[src/rtl/bmide_pkg.sv]
package bmide_pkg;

    localparam int IO_DW    = 32;
    localparam int PTR_W    = 32;
    localparam int GRP_BYTES = 4;

    localparam logic [1:0] CMD_OFS  = 2'd0;
    localparam logic [1:0] STAT_OFS = 2'd2;

    typedef enum logic [1:0] {
        SZ_BYTE = 2'd0,
        SZ_HALF = 2'd1,
        SZ_WORD = 2'd2,
        SZ_RSVD = 2'd3
    } io_size_e;

    // Command byte: bit 3 direction, bit 0 start/stop
    typedef struct packed {
        logic [3:0] rsvd_hi;
        logic       dir;
        logic [1:0] rsvd_mid;
        logic       start;
    } cmd_t;

    // Status byte: 6:5 host capability, 2 interrupt, 1 error, 0 active
    typedef struct packed {
        logic       rsvd7;
        logic       cap_hi;
        logic       cap_lo;
        logic [1:0] rsvd43;
        logic       irq;
        logic       err;
        logic       active;
    } stat_t;

    function automatic logic [IO_DW-1:0] size_ones(io_size_e s);
        case (s)
            SZ_BYTE: size_ones = 32'h0000_00FF;
            SZ_HALF: size_ones = 32'h0000_FFFF;
            default: size_ones = 32'hFFFF_FFFF;
        endcase
    endfunction

    function automatic logic [GRP_BYTES-1:0] lane_en(logic [1:0] ofs, io_size_e s);
        logic [7:0] base;
        logic [7:0] shifted;
        case (s)
            SZ_BYTE: base = 8'h01;
            SZ_HALF: base = 8'h03;
            SZ_WORD: base = 8'h0F;
            default: base = 8'h00;
        endcase
        shifted = base << ofs;
        lane_en = shifted[GRP_BYTES-1:0];
    endfunction

    function automatic stat_t status_next(stat_t cur, logic [7:0] wd, logic wr_en,
                                          logic active, logic err_p, logic irq_p);
        stat_t n;
        n        = '0;
        n.active = active;
        n.err    = (cur.err & ~(wr_en & wd[1])) | err_p;
        n.irq    = (cur.irq & ~(wr_en & wd[2])) | irq_p;
        n.cap_lo = wr_en ? wd[5] : cur.cap_lo;
        n.cap_hi = wr_en ? wd[6] : cur.cap_hi;
        status_next = n;
    endfunction

endpackage

[src/rtl/bmide_decode.sv]
module bmide_decode
    import bmide_pkg::*;
#(
    parameter int NCH    = 2,
    parameter int ADDR_W = 3 + $clog2(NCH)
) (
    input  logic              clk,
    input  logic              rst,
    input  logic [ADDR_W-1:0] addr,
    input  logic              rd,
    input  logic              wr,
    output logic [NCH-1:0]    ch_sel,
    output logic [ADDR_W-4:0] ch_idx,
    output logic              grp_ptr,
    output logic [1:0]        ofs
);

    assign ch_idx  = addr[ADDR_W-1:3];
    assign grp_ptr = addr[2];
    assign ofs     = addr[1:0];

    for (genvar c = 0; c < NCH; c++) begin : g_sel
        assign ch_sel[c] = (rd | wr) && (ch_idx == c[ADDR_W-4:0]);
    end

    assert_sel_onehot_R2: assert property (@(posedge clk) disable iff (rst)
        $onehot0(ch_sel));

endmodule

[src/rtl/bmide_chan.sv]
module bmide_chan
    import bmide_pkg::*;
(
    input  logic             clk,
    input  logic             rst,
    input  logic             sel,
    input  logic             wr,
    input  logic             grp_ptr,
    input  logic [1:0]       ofs,
    input  io_size_e         size,
    input  logic [IO_DW-1:0] wdata,
    input  logic             dma_active,
    input  logic             err_evt,
    input  logic             irq_evt,
    output logic [IO_DW-1:0] rdata,
    output logic             start,
    output logic             dir
);

    cmd_t             cmd_q;
    stat_t            stat_q, stat_d;
    logic [PTR_W-1:0] ptr_q, ptr_d;

    logic wr_here, byte_acc, cmd_wr, st_wr, ptr_wr;
    logic [GRP_BYTES-1:0] lanes;
    logic [PTR_W-1:0]     lane_mask, wshift;

    assign wr_here  = sel & wr;
    assign byte_acc = (size == SZ_BYTE);
    assign cmd_wr   = wr_here & ~grp_ptr & byte_acc & (ofs == CMD_OFS);
    assign st_wr    = wr_here & ~grp_ptr & byte_acc & (ofs == STAT_OFS);
    assign ptr_wr   = wr_here & grp_ptr;
    assign lanes    = lane_en(ofs, size);

    for (genvar b = 0; b < GRP_BYTES; b++) begin : g_lane
        assign lane_mask[8*b +: 8] = {8{lanes[b]}};
    end

    always_comb begin
        wshift = wdata << {ofs, 3'b000};
        ptr_d  = (ptr_q & ~lane_mask) | (wshift & lane_mask);
        ptr_d[1:0] = 2'b00;
        stat_d = status_next(stat_q, wdata[7:0], st_wr, dma_active, err_evt, irq_evt);
    end

    always_ff @(posedge clk) begin
        if (rst) begin
            cmd_q  <= '0;
            stat_q <= '0;
            ptr_q  <= '0;
        end else begin
            stat_q <= stat_d;
            if (cmd_wr) begin
                cmd_q       <= '0;
                cmd_q.start <= wdata[0];
                cmd_q.dir   <= wdata[3];
            end
            if (ptr_wr) begin
                ptr_q <= ptr_d;
            end
        end
    end

    always_comb begin
        if (grp_ptr) begin
            rdata = (ptr_q >> {ofs, 3'b000}) & size_ones(size);
        end else if (!byte_acc) begin
            rdata = size_ones(size);
        end else begin
            case (ofs)
                CMD_OFS:  rdata = {24'h0, cmd_q};
                STAT_OFS: rdata = {24'h0, stat_q};
                default:  rdata = 32'h0000_00FF;
            endcase
        end
    end

    assign start = cmd_q.start;
    assign dir   = cmd_q.dir;

    assert_stat_rsvd_zero_R9: assert property (@(posedge clk) disable iff (rst)
        (stat_q.rsvd7 == 1'b0) && (stat_q.rsvd43 == 2'b00));

    assert_cmd_rsvd_zero_R6: assert property (@(posedge clk) disable iff (rst)
        (cmd_q.rsvd_hi == 4'h0) && (cmd_q.rsvd_mid == 2'b00));

    assert_active_follow_R10: assert property (@(posedge clk) disable iff (rst)
        !$past(rst) |-> (stat_q.active == $past(dma_active)));

    assert_evt_sets_R11: assert property (@(posedge clk) disable iff (rst)
        (err_evt || irq_evt) |=> ((stat_q.err || !$past(err_evt)) && (stat_q.irq || !$past(irq_evt))));

    assert_w1c_clears_R8: assert property (@(posedge clk) disable iff (rst)
        (sel && wr && !grp_ptr && size == SZ_BYTE && ofs == STAT_OFS && wdata[1] && !err_evt)
        |=> !stat_q.err);

    assert_nonbyte_ignored_R5: assert property (@(posedge clk) disable iff (rst)
        (sel && wr && !grp_ptr && size != SZ_BYTE)
        |=> ($stable(cmd_q) && $stable(stat_q.cap_hi) && $stable(stat_q.cap_lo)));

    assert_ptr_aligned_R12: assert property (@(posedge clk) disable iff (rst)
        ptr_q[1:0] == 2'b00);

endmodule

[src/rtl/bmide_rdmux.sv]
module bmide_rdmux
    import bmide_pkg::*;
#(
    parameter int NCH   = 2,
    parameter int IDX_W = $clog2(NCH)
) (
    input  logic                      rd,
    input  logic [IDX_W-1:0]          ch_idx,
    input  logic [NCH-1:0][IO_DW-1:0] chan_rdata,
    output logic [IO_DW-1:0]          rdata
);

    always_comb begin
        rdata = '0;
        for (int c = 0; c < NCH; c++) begin
            if (rd && (ch_idx == c[IDX_W-1:0])) begin
                rdata = chan_rdata[c];
            end
        end
    end

endmodule

[src/rtl/bmide_regfile.sv]
module bmide_regfile
    import bmide_pkg::*;
#(
    parameter int NCH    = 2,
    parameter int ADDR_W = 3 + $clog2(NCH)
) (
    input  logic              clk,
    input  logic              rst,
    input  logic [ADDR_W-1:0] io_addr,
    input  logic              io_rd,
    input  logic              io_wr,
    input  logic [1:0]        io_size,
    input  logic [31:0]       io_wdata,
    output logic [31:0]       io_rdata,
    input  logic [NCH-1:0]    dma_active_i,
    input  logic [NCH-1:0]    err_evt_i,
    input  logic [NCH-1:0]    irq_evt_i,
    output logic [NCH-1:0]    start_o,
    output logic [NCH-1:0]    dir_o
);

    localparam int IDX_W = ADDR_W - 3;

    io_size_e                  sz;
    logic [NCH-1:0]            ch_sel;
    logic [IDX_W-1:0]          ch_idx;
    logic                      grp_ptr;
    logic [1:0]                ofs;
    logic [NCH-1:0][IO_DW-1:0] chan_rdata;

    assign sz = io_size_e'(io_size);

    bmide_decode #(.NCH(NCH), .ADDR_W(ADDR_W)) u_decode (
        .clk     (clk),
        .rst     (rst),
        .addr    (io_addr),
        .rd      (io_rd),
        .wr      (io_wr),
        .ch_sel  (ch_sel),
        .ch_idx  (ch_idx),
        .grp_ptr (grp_ptr),
        .ofs     (ofs)
    );

    for (genvar c = 0; c < NCH; c++) begin : g_chan
        bmide_chan u_chan (
            .clk        (clk),
            .rst        (rst),
            .sel        (ch_sel[c]),
            .wr         (io_wr),
            .grp_ptr    (grp_ptr),
            .ofs        (ofs),
            .size       (sz),
            .wdata      (io_wdata),
            .dma_active (dma_active_i[c]),
            .err_evt    (err_evt_i[c]),
            .irq_evt    (irq_evt_i[c]),
            .rdata      (chan_rdata[c]),
            .start      (start_o[c]),
            .dir        (dir_o[c])
        );
    end

    bmide_rdmux #(.NCH(NCH), .IDX_W(IDX_W)) u_rdmux (
        .rd         (io_rd),
        .ch_idx     (ch_idx),
        .chan_rdata (chan_rdata),
        .rdata      (io_rdata)
    );

    assert_rdata_idle_zero_R2: assert property (@(posedge clk) disable iff (rst)
        !io_rd |-> (io_rdata == 32'h0));

endmodule

[config.mk]
export PLATFORM = sky130hd
export DESIGN_NAME = bmide_regfile
export DESIGN_NICKNAME = d
export VERILOG_FILES = /design/src/rtl/bmide_pkg.sv /design/src/rtl/bmide_decode.sv /design/src/rtl/bmide_chan.sv /design/src/rtl/bmide_rdmux.sv /design/src/rtl/bmide_regfile.sv
export SDC_FILE = /design/constraint.sdc
export NUM_CORES = 1
export LEC_CHECK = 0
export ABC_AREA = 1
export BUFFER_PORTS_ARGS = -buffer_cell sky130_fd_sc_hd__buf_4
export CAP_MARGIN = 10
export CELL_PAD_IN_SITES_DETAIL_PLACEMENT = 1
export CELL_PAD_IN_SITES_GLOBAL_PLACEMENT = 2
export CORE_ASPECT_RATIO = 1.75
export CORE_MARGIN = 2
export CORE_UTILIZATION = 29
export DETAILED_ROUTE_END_ITERATION = 8
export MAX_ROUTING_LAYER = met4
export PLACE_DENSITY = 0.81
export REMOVE_ABC_BUFFERS = 1
export SKIP_LAST_GASP = 1
export SLEW_MARGIN = 40
export SYNTH_ARGS = -nofsm -noshare
export SYNTH_HDL_FRONTEND = slang
export SYNTH_SLANG_ARGS = --single-unit
[constraint.sdc]
create_clock -name clk -period 2.64 [get_ports clk]
set_input_delay 0.66 -clock clk [delete_from_list [all_inputs] [get_ports clk]]
set_output_delay 0.66 -clock clk [all_outputs]
set_load 0.05 [all_outputs]
==> impl_metrics.py <==
metrics = {
    "status": {
        "outcome": "complete, no violations",
    },
    "logic_synthesis": {
        "avgSynthCellArea_um2": 5.80,
        "netlist_area_um2": 5120,
        "syn_inst": 884,
        "ys_seq_area_share_pct": 28.9,
        "netlist_top_cells_count": "nand2_1, nor2_1, o21ai_0",
        "synth.area.top_cells": "dfxtp_1, nand2_1, nor2_1",
        "synth_top_area_share_pct": 28.9,
        "ys_warn_count": 0,
        "ys_async_sr_fraction_pct": 0,
        "synthFlopType": "dfxtp_1",
        "synth-seq-cells": 74,
        "synth_compound_area_share_pct": 17.4,
        "yosysUniqueCellTypes": 30,
        "synth-edff-count": 0,
        "synth_area_leader_cell": "dfxtp_1",
        "synth.most_common_cell": "nand2_1",
        "synthMuxAreaShare_pct": 0,
        "synthXorXnorAreaFrac_pct": 0,
        "synth_top_family_by_area": "simple AND/OR/NAND/NOR gates",
        "synthSimpleGateAreaFrac_pct": 41.7,
        "synthAdderAreaFrac_pct": 0.977,
    },
    "clocking": {
        "clk_latency_ps": 350,
        "cts_buffer_depth": 2,
        "holdBufCountCts": 0,
        "cts.reportedPaths.clkPinSlew_ps": 60,
        "cts_sinks": 74,
        "h-tree-depth": 3,
        "cts_buffers": 9,
        "clockRootBuffer": "clkbuf_16",
        "cts_tree": "built",
    },
    "global_route": {
        "grt_pass1_vias": 6456,
        "grt.busiest_layer": "met2",
        "met3_usage_pct": 2.28,
        "grt_use_met1_pct": 29.3,
        "grt_max_degree": 50,
        "antenna_found_initial": 0,
        "grtUsageMet2_pct": 44.6,
        "overflow": 0,
        "grt_usage_pct": 25.7,
        "grt_pass1_wl_mm": 35.7,
    },
    "timing": {
        "hold_slack_ps": 462,
        "clock_skew_ps": 0,
        "min_period_ps": 2610,
        "slew_viol_final": 0,
        "final_hold_viol_count": 0,
        "timing.final.crit_share_pct": 98.8,
        "rsz0062_at_grt": "yes",
        "max_freq_mhz": 383,
        "setup_tns_ps": 0,
        "setup_viol": 0,
        "fin_ws_ps": 30.7,
        "relSlewSlack_pct": 68.9,
        "worstMarginPinSlew_ps": 464,
    },
    "placement": {
        "place.gp.congestion": 0.922,
        "placed_area_um2": 6380,
        "placed_cells": 1221,
        "dp_hpwl_mm": 17.0,
        "place_ws_ps": -203,
        "port_buffers": 83,
    },
    "die": {
        "die_h_um": 180,
        "die_x_um": 104,
        "num_io_pins": 84,
        "die_area_um2": 18800,
        "core_um2": 17400,
        "start_util_pct": 29.5,
        "rows": 64,
    },
    "finish": {
        "area.sequential_um2": 1480,
        "design_area_um2": 7010,
        "fill_cells": 2320,
        "multi_input_area_um2": 3200,
        "drive_gt1_share_pct": 21.6,
        "area_growth_pct": 36.7,
        "nNetsFinal": 1059,
        "num_antenna_cells": 0,
        "stdcell_count": 1242,
        "utilization_pct": 40.3,
    },
    "min_path": {
        "min_delay_worst_endpoint": "g_chan[1].u_chan.stat_q[2]$_SDFF_PP0_",
        "min_path_type": "reg -> reg",
        "whs_path_depth": 2,
        "hold_path_startpoint": "g_chan[1].u_chan.stat_q[2]$_SDFF_PP0_",
    },
    "critical_path": {
        "path_buf_inv": 5,
        "critPathArrivalTime_ps": 1950,
        "cpPeakStageDelay_ps": 220,
        "start_kind": "input port",
        "crit_chain": "buf_4, inv_4, ha_4, buf_6, nand2_4, nor2_4, buf_12, a21oi_1, nand2_1, nand2_1, buf_4",
        "critical_path_class": "in -> out",
        "rrSetupSlack_ps": 1920,
        "end_kind": "primary output",
        "required_ps": 1980,
        "rr_worst_depth": 4,
        "crit_family": "buffers and inverters",
        "cp_slowest_cell": "buf_4",
        "critPathMaxFanout": 6,
    },
    "drt": {
        "vias": 6199,
        "wirelength_mm": 23.5,
        "drc": 0,
        "ant_nets": 0,
        "wl_per_cell_um": 18.9,
        "first_pass_iters": 6,
        "drtIter0Drc": 225,
        "viasPerCell": 4.99,
    },
    "power_and_ir_drop": {
        "ir_drop_mv": 0.272,
        "total_power_mw": 3.54,
        "power.density_nw_per_um2": 506,
        "power.leakage_nw": 3.29,
    },
    "run": {
        "cap_violations": 0,
    },
}
what timing repair did:
item,CTS,global route
resized for setup,25,43
endpoints found under the setup margin,28,26
setup buffers,2,3
cloned,1,1
hold endpoints to repair,0,0
pin swaps,5,7
cells in the final DEF, fill, tap and decap left out, drive strengths merged:
cell type,Yosys,routed
nand4,5,5
nand2,305,305
and2,12,12
clkinvlp,0,2
nor2,154,154
clkbuf,11,11
a21oi,38,38
inv,72,71
ha,4,4
bufinv,0,3
dfxtp,74,74
o21ai,88,88
nand3,41,41
clkinv,1,2
o21bai,16,16
o31ai,2,2
nor3,7,7
buf,39,161
o211ai,15,15
tightest hold or removal path: stages, from the launching register on:
cell     delay, ps
dfxtp_1        310
nand2_1         60
a21oi_1         50
cell families (layout without fill, tap and decap cells):
group                      count (synthesis)  count (layout)
AOI/OAI and AO/OA                        159             159
adders and majority gates                  4               4
buffers and inverters                    123             250
DFF                                       74              74
and+or+nand+nor                          524             524
how the worst max path moves through the flow:
stage	from	end	slack (ps)	cells past startpoint
after CTS	io_size[1]	io_rdata[2]	-20	12
after global routing	io_addr[0]	io_rdata[17]	-80	8
final	io_size[1]	io_rdata[3]	30	11
after detailed placement	io_size[0]	io_rdata[18]	-200	9
after floorplan	io_size[0]	io_rdata[18]	-660	7
after global placement	io_size[0]	io_rdata[18]	-170	9
routing by layer:
| metal | vias up | part of all wire, % |
|---|---|---|
| li1 | 3038 | - |
| met1 | 2963 | 42 |
| met2 | 148 | 51 |
| met3 | 50 | 2.8 |
| met4 | 0 | 3.9 |
| met5 | - | 0 |
final cells by class:
cell class	count	share of cell area, %
Multi-Input combinational cell	687	45.7
Tap cell	231	4.13
Sequential cell	74	21.1
Inverter	73	4.04
Clock buffer	10	3.41
Clock inverter	5	1.46
Timing Repair Buffer	162	20.1
where the power goes:
group	internal, mW	leakage, nW	total [mW]	switching [mW]
Clock	0.943	0.165	1.47	0.529
Sequential	1.15	0.601	1.18	0.0225
Combinational	0.318	2.52	0.894	0.576
Power figures use the tool's default switching activity.
